==> src/rtl/atxf_pkg.sv <==
package atxf_pkg;
  typedef enum logic {
    ALIGN_WORD    = 1'b0,
    ALIGN_HALF_HI = 1'b1
  } align_mode_e;
endpackage

==> src/rtl/atxf_align.sv <==
module atxf_align
  import atxf_pkg::*;
#(
  parameter int SAMPLE_W = 32
) (
  input  align_mode_e         mode,
  input  logic [SAMPLE_W-1:0] din,
  output logic [SAMPLE_W-1:0] dout
);
  localparam int HALF_W = SAMPLE_W / 2;

  always_comb begin
    unique case (mode)
      ALIGN_HALF_HI: dout = {din[HALF_W-1:0], {(SAMPLE_W-HALF_W){1'b0}}};
      default:       dout = din;
    endcase
  end
endmodule

==> src/rtl/atxf_store.sv <==
module atxf_store #(
  parameter int SAMPLE_W = 32,
  parameter int DEPTH    = 64,
  localparam int AW      = $clog2(DEPTH),
  localparam int LVL_W   = AW + 1
) (
  input  logic                clk,
  input  logic                rst_n,
  input  logic                clear,
  input  logic                push,
  input  logic [SAMPLE_W-1:0] din,
  input  logic                pop,
  output logic [SAMPLE_W-1:0] dout,
  output logic [LVL_W-1:0]    level,
  output logic                full,
  output logic                empty
);
  logic [SAMPLE_W-1:0] mem [DEPTH];
  logic [AW-1:0]       wr_ptr, rd_ptr;

  always_ff @(posedge clk) begin
    if (push && !clear) mem[wr_ptr] <= din;
  end

  always_ff @(posedge clk or negedge rst_n) begin
    if (!rst_n) begin
      wr_ptr <= '0;
      rd_ptr <= '0;
      level  <= '0;
    end else if (clear) begin
      wr_ptr <= '0;
      rd_ptr <= '0;
      level  <= '0;
    end else begin
      if (push) wr_ptr <= wr_ptr + AW'(1);
      if (pop)  rd_ptr <= rd_ptr + AW'(1);
      unique case ({push, pop})
        2'b10:   level <= level + LVL_W'(1);
        2'b01:   level <= level - LVL_W'(1);
        default: level <= level;
      endcase
    end
  end

  assign dout  = mem[rd_ptr];
  assign empty = (level == '0);
  assign full  = (level == LVL_W'(DEPTH));
endmodule

==> src/rtl/atxf_counter.sv <==
module atxf_counter #(
  parameter int CNT_W = 32
) (
  input  logic             clk,
  input  logic             rst_n,
  input  logic             load,
  input  logic [CNT_W-1:0] load_val,
  input  logic             inc,
  output logic [CNT_W-1:0] value
);
  always_ff @(posedge clk or negedge rst_n) begin
    if (!rst_n)    value <= '0;
    else if (load) value <= load_val;
    else if (inc)  value <= value + CNT_W'(1);
  end
endmodule

==> src/rtl/audio_tx_fifo.sv <==
module audio_tx_fifo
  import atxf_pkg::*;
#(
  parameter int SAMPLE_W = 32,
  parameter int DEPTH    = 64,
  parameter int BURST    = 4,
  parameter int CNT_W    = 32,
  localparam int LVL_W   = $clog2(DEPTH) + 1
) (
  input  logic                clk,
  input  logic                rst_n,
  input  logic                data_we,
  input  logic [SAMPLE_W-1:0] data_wdata,
  output logic [SAMPLE_W-1:0] data_rdata,
  input  logic                fctl_we,
  input  logic                fctl_flush,
  input  logic                fctl_mode,
  input  logic                dctl_we,
  input  logic                dctl_dma_en,
  input  logic                cnt_we,
  input  logic [CNT_W-1:0]    cnt_wdata,
  output logic                smp_valid,
  input  logic                smp_ready,
  output logic [SAMPLE_W-1:0] smp_data,
  output logic [CNT_W-1:0]    tx_count,
  output logic                dma_req,
  output logic [LVL_W-1:0]    level,
  output logic                fifo_empty,
  output logic                fifo_full,
  output logic                flush_busy,
  output logic                overflow
);
  localparam logic [LVL_W-1:0] REQ_MAX_LVL = LVL_W'(DEPTH - BURST);

  align_mode_e         mode_q;
  logic                dma_en_q;
  logic                flush_q;
  logic                ovf_q;
  logic                push, pop;
  logic [SAMPLE_W-1:0] aligned;

  always_ff @(posedge clk or negedge rst_n) begin
    if (!rst_n) begin
      mode_q   <= ALIGN_WORD;
      dma_en_q <= 1'b0;
      flush_q  <= 1'b0;
      ovf_q    <= 1'b0;
    end else begin
      flush_q <= fctl_we && fctl_flush;
      if (fctl_we) mode_q <= align_mode_e'(fctl_mode);
      if (dctl_we) dma_en_q <= dctl_dma_en;
      if (data_we && fifo_full && !flush_q) ovf_q <= 1'b1;
    end
  end

  atxf_align #(.SAMPLE_W(SAMPLE_W)) u_align (
    .mode (mode_q),
    .din  (data_wdata),
    .dout (aligned)
  );

  assign push = data_we && !fifo_full && !flush_q;
  assign pop  = smp_valid && smp_ready;

  atxf_store #(.SAMPLE_W(SAMPLE_W), .DEPTH(DEPTH)) u_store (
    .clk   (clk),
    .rst_n (rst_n),
    .clear (flush_q),
    .push  (push),
    .din   (aligned),
    .pop   (pop),
    .dout  (smp_data),
    .level (level),
    .full  (fifo_full),
    .empty (fifo_empty)
  );

  atxf_counter #(.CNT_W(CNT_W)) u_count (
    .clk      (clk),
    .rst_n    (rst_n),
    .load     (cnt_we),
    .load_val (cnt_wdata),
    .inc      (pop),
    .value    (tx_count)
  );

  assign smp_valid  = !fifo_empty && !flush_q;
  assign dma_req    = dma_en_q && (level <= REQ_MAX_LVL);
  assign flush_busy = flush_q;
  assign overflow   = ovf_q;
  assign data_rdata = '0;
endmodule

==> config.mk <==
export PLATFORM = sky130hd
export DESIGN_NAME = audio_tx_fifo
export DESIGN_NICKNAME = d
export VERILOG_FILES = /design/src/rtl/atxf_pkg.sv /design/src/rtl/atxf_align.sv /design/src/rtl/atxf_store.sv /design/src/rtl/atxf_counter.sv /design/src/rtl/audio_tx_fifo.sv
export SDC_FILE = /design/constraint.sdc
export NUM_CORES = 2
export LEC_CHECK = 0
export BUFFER_PORTS_ARGS = -buffer_cell sky130_fd_sc_hd__buf_2
export CAP_MARGIN = 30
export CORE_ASPECT_RATIO = 1.5
export CORE_MARGIN = 5
export CORE_UTILIZATION = 55
export DETAILED_ROUTE_END_ITERATION = 10
export MAX_ROUTING_LAYER = met4
export PLACE_DENSITY = 0.74
export SETUP_SLACK_MARGIN = 0.3
export SYNTH_ARGS = -nofsm -noshare
export SYNTH_HDL_FRONTEND = slang
export SYNTH_SLANG_ARGS = --single-unit
==> constraint.sdc <==
create_clock -name clk -period 3.34 [get_ports clk]
set_clock_uncertainty 0.1 [all_clocks]
set_input_delay 0.668 -clock clk [delete_from_list [all_inputs] [get_ports clk]]
set_output_delay 0.668 -clock clk [all_outputs]
set_load 0.1 [all_outputs]
==> flow_summary.ini <==
[outcome]
status = complete, but fails checks
violations = negative setup slack

[critical_path]
r2r_start = u_store.level[3]
path_cells = buf_12 > buf_12 > buf_16 > buf_16 > buf_12 > buf_8 > mux4_2 > mux2i_2 > a22oi_2 > a21oi_2 > buf_6 > a21oi_4 > buf_12
worstSetupPathType = reg -> out
ff2ff_path_depth = 12
r2r_setup_slack_ns = 0.26
required_ns = 2.57
critPathLaunchType = flop
end_kind = primary output
crit_fanout = 7
slowest_stage = dfrtp_4
path_common_cell = buf_12
critPathMaxStageDelay_ns = 0.53
regToRegEndpoint = u_store.level[6]
cp.arrival_ns = 3.68

[timing]
finalSetupViolations = 32
worst_slew_pin_slew_ns = 0.982
relSlewSlack_pct = 34.5
rsz0062_at_grt = yes
finalCriticalPeriod_ns = 4.45
setup-tns-final_ns = -30.20
slew_viol_final = 0
max_freq_mhz = 225
finalHoldViolCount = 0
finalCritPeriodShare_pct = 133
setup_ws_ns = -1.11

[global_route]
use_met2_pct = 50.5
grt_remaining_overflow = 0
grt_pass1_vias = 44300
antenna_found_initial = 1
grt_use_total_pct = 30.2
busiest_layer = met2
globalRouteMet1Util_pct = 37.1
grtUsageMet3_pct = 4.96
grt_pass1_wl_mm = 326
grt_max_degree = 65

[floorplan]
die_w_um = 325
ios = 183
dieArea_um2 = 157000
die_h_um = 483
start_util_pct = 55.3
core-area_um2 = 148000
row_count = 173

[detailed_routing]
vias = 44000
drcViolationCount = 0
drt-vias-per-instance = 6.75
wl_per_cell_um = 35.4
drt-total-wl_mm = 231
drtIter0Drc = 6183
ant_nets = 0
drt-pass1-iter-count = 8

[flow_run]
max_cap_violations = 0

[place]
io_buffers = 150
gp_congestion = 0.844
dpl_worst_slack_ns = -0.678
hpwl_mm = 133

[power_and_ir_drop]
swShare_pct = 30.3
p_clk_share_pct = 27.0
p_int_mw = 52.0
vdd_drop_max_v = 0.000808
switchingPower_mw = 22.6
p_per_area_nw_per_um2 = 756
p_comb_share_pct = 32.7
seqPwrFrac_pct = 40.3
p_leak_nw = 31.9
finalPower_mw = 74.6

[min_path]
whs_endpoint = overflow
hp-class = in -> reg
holdPathStages = 2
min_from = data_we

[yosys]
synth_warnings = 0
ys.flop_type = edfxtp_1
synth_cell_types = 63
ys_seq_area_share_pct = 76.7
syn-cell-area_um2 = 82000
synthCells = 3770
synthArstFlopShare_pct = 2.62
synth_edf_count = 2048
avgSynthCellArea_um2 = 21.7
synth_seq_cells = 2103

[clock_network]
insertion_delay_ns = 0.83
clkTransAtPathRegs_ns = 0.07
cts_tree = done
cts.sinks = 2103
cts-buffers-inserted = 176
clock_path_buffers = 3
cts-root-buf = clkbuf_16
cts_max_level = 4

[cells_and_area]
drive_gt1_share_pct = 37.5
nNetsFinal = 4531
multi_input_area_um2 = 19400
synthToLayoutAreaGrowth_pct = 20.3
layout_commonest_cell = edfxtp_1
fill_cells = 8821
final_cell_mix = edfxtp_1 (2,048), mux4_2 (510), buf_4 (292)
register_area_um2 = 62900
-- synth_stat cells, types with 26 or more instances --
library cell	n	share of area, %
xnor2_1	28	0.30
buf_6	27	0.37
nand2_1	91	0.42
buf_2	49	0.30
o21ai_0	60	0.37
dfrtp_1	55	1.7
nor2b_1	26	0.20
nor2_1	122	0.56
nor3_1	28	0.17
buf_4	57	0.52
edfxtp_1	2048	75
a21oi_1	60	0.37
mux4_2	510	14
mux2i_1	162	2.0
mux2_2	37	0.51
clkbuf_1	82	0.38
o22ai_1	51	0.39
-- critical path, delay by kind of cell (launching register included) --
family | cells | cell delay (ns)
DFF | 1 | 0.53
muxes | 2 | 0.75
buffers and inverters | 8 | 1.20
AOI/OAI and AO/OA | 3 | 0.34
-- power by group through the flow --
stage,Sequential [mW],Combinational (mW),Clock (mW)
2_1_floorplan,31.1,13.7,0
6_report,30.1,24.4,20.1
4_1_cts,30.0,23.5,20.3
3_5_place_dp,30.6,20.9,0
3_3_place_gp,30.6,20.6,0
5_1_grt,30.1,25.3,21.5
-- flip-flops by register name (all words and copies together), names as in the netlist --
| register | flops |
|---|---|
| mode_q | 1 |
| u_store.level | 7 |
| u_count.value | 32 |
| u_store.wr_ptr | 6 |
| flush_busy | 1 |
| overflow | 1 |
| u_store.mem | 2048 |
| dma_en_q | 1 |
| u_store.rd_ptr | 6 |
-- kinds of logic after synthesis --
group | synth area share (%)
flip-flops | 76.7
multiplexers | 16.5
AND/OR/NAND/NOR | 1.86
AO/OA/AOI/OAI | 2.54
buffers and inverters | 1.79
XOR/XNOR | 0.470
adder cells (fa/ha/maj) | 0.147
other | 0.00457
-- repair_timing --
| action | in CTS | in global routing |
|---|---|---|
| gates cloned | 12 | 5 |
| pin swaps | 45 | 50 |
| setup buffers | 62 | 24 |
| endpoints found under the hold margin | 61 | 0 |
| hold buffers | 37 | 0 |
| setup endpoints to repair | 38 | 58 |
| gates resized for setup | 223 | 83 |
-- final cells by class --
class	count	share of cell area, %
multi-input combinational	1441	19.7
sequential	2103	63.8
timing repair buffer	709	8.37
tap	1925	2.44
clock inverter	101	0.906
clock buffer	224	4.72
antenna	3	0.00761
inverter	17	0.0723
-- layer usage --
metal / part of all wire, % / up-vias
met1: 34 / 23100
met5: 0 / -
li1: - / 17100
met4: 5.2 / 0
met3: 9.9 / 648
met2: 51 / 3185
-- stage by stage --
step	area (um2)	std cells	hold WS, ns	utilization, %
final	98600	6523	0.107	66.5
after global routing	98600	6521	0.0902	66.5
after CTS	97900	6490	0.0559	66.0
after detailed placement	90100	6054	0.393	60.8
after global placement	90000	6046	0.391	60.7
after floorplan	83100	3801	0.272	-
-- worst max path at each step --
stage	from	endpoint	slack, ns	cells past startpoint
floorplan	u_store.rd_ptr[0]	smp_data[4]	0.06	12
global placement	u_store.rd_ptr[0]	smp_data[5]	-0.64	9
detailed placement	u_store.rd_ptr[0]	smp_data[5]	-0.68	9
CTS	u_store.rd_ptr[0]	smp_data[12]	-1.04	11
global route	u_store.rd_ptr[0]	smp_data[28]	-1.13	13
finish	u_store.rd_ptr[0]	smp_data[28]	-1.11	13
(Power assumes the default switching activity.)
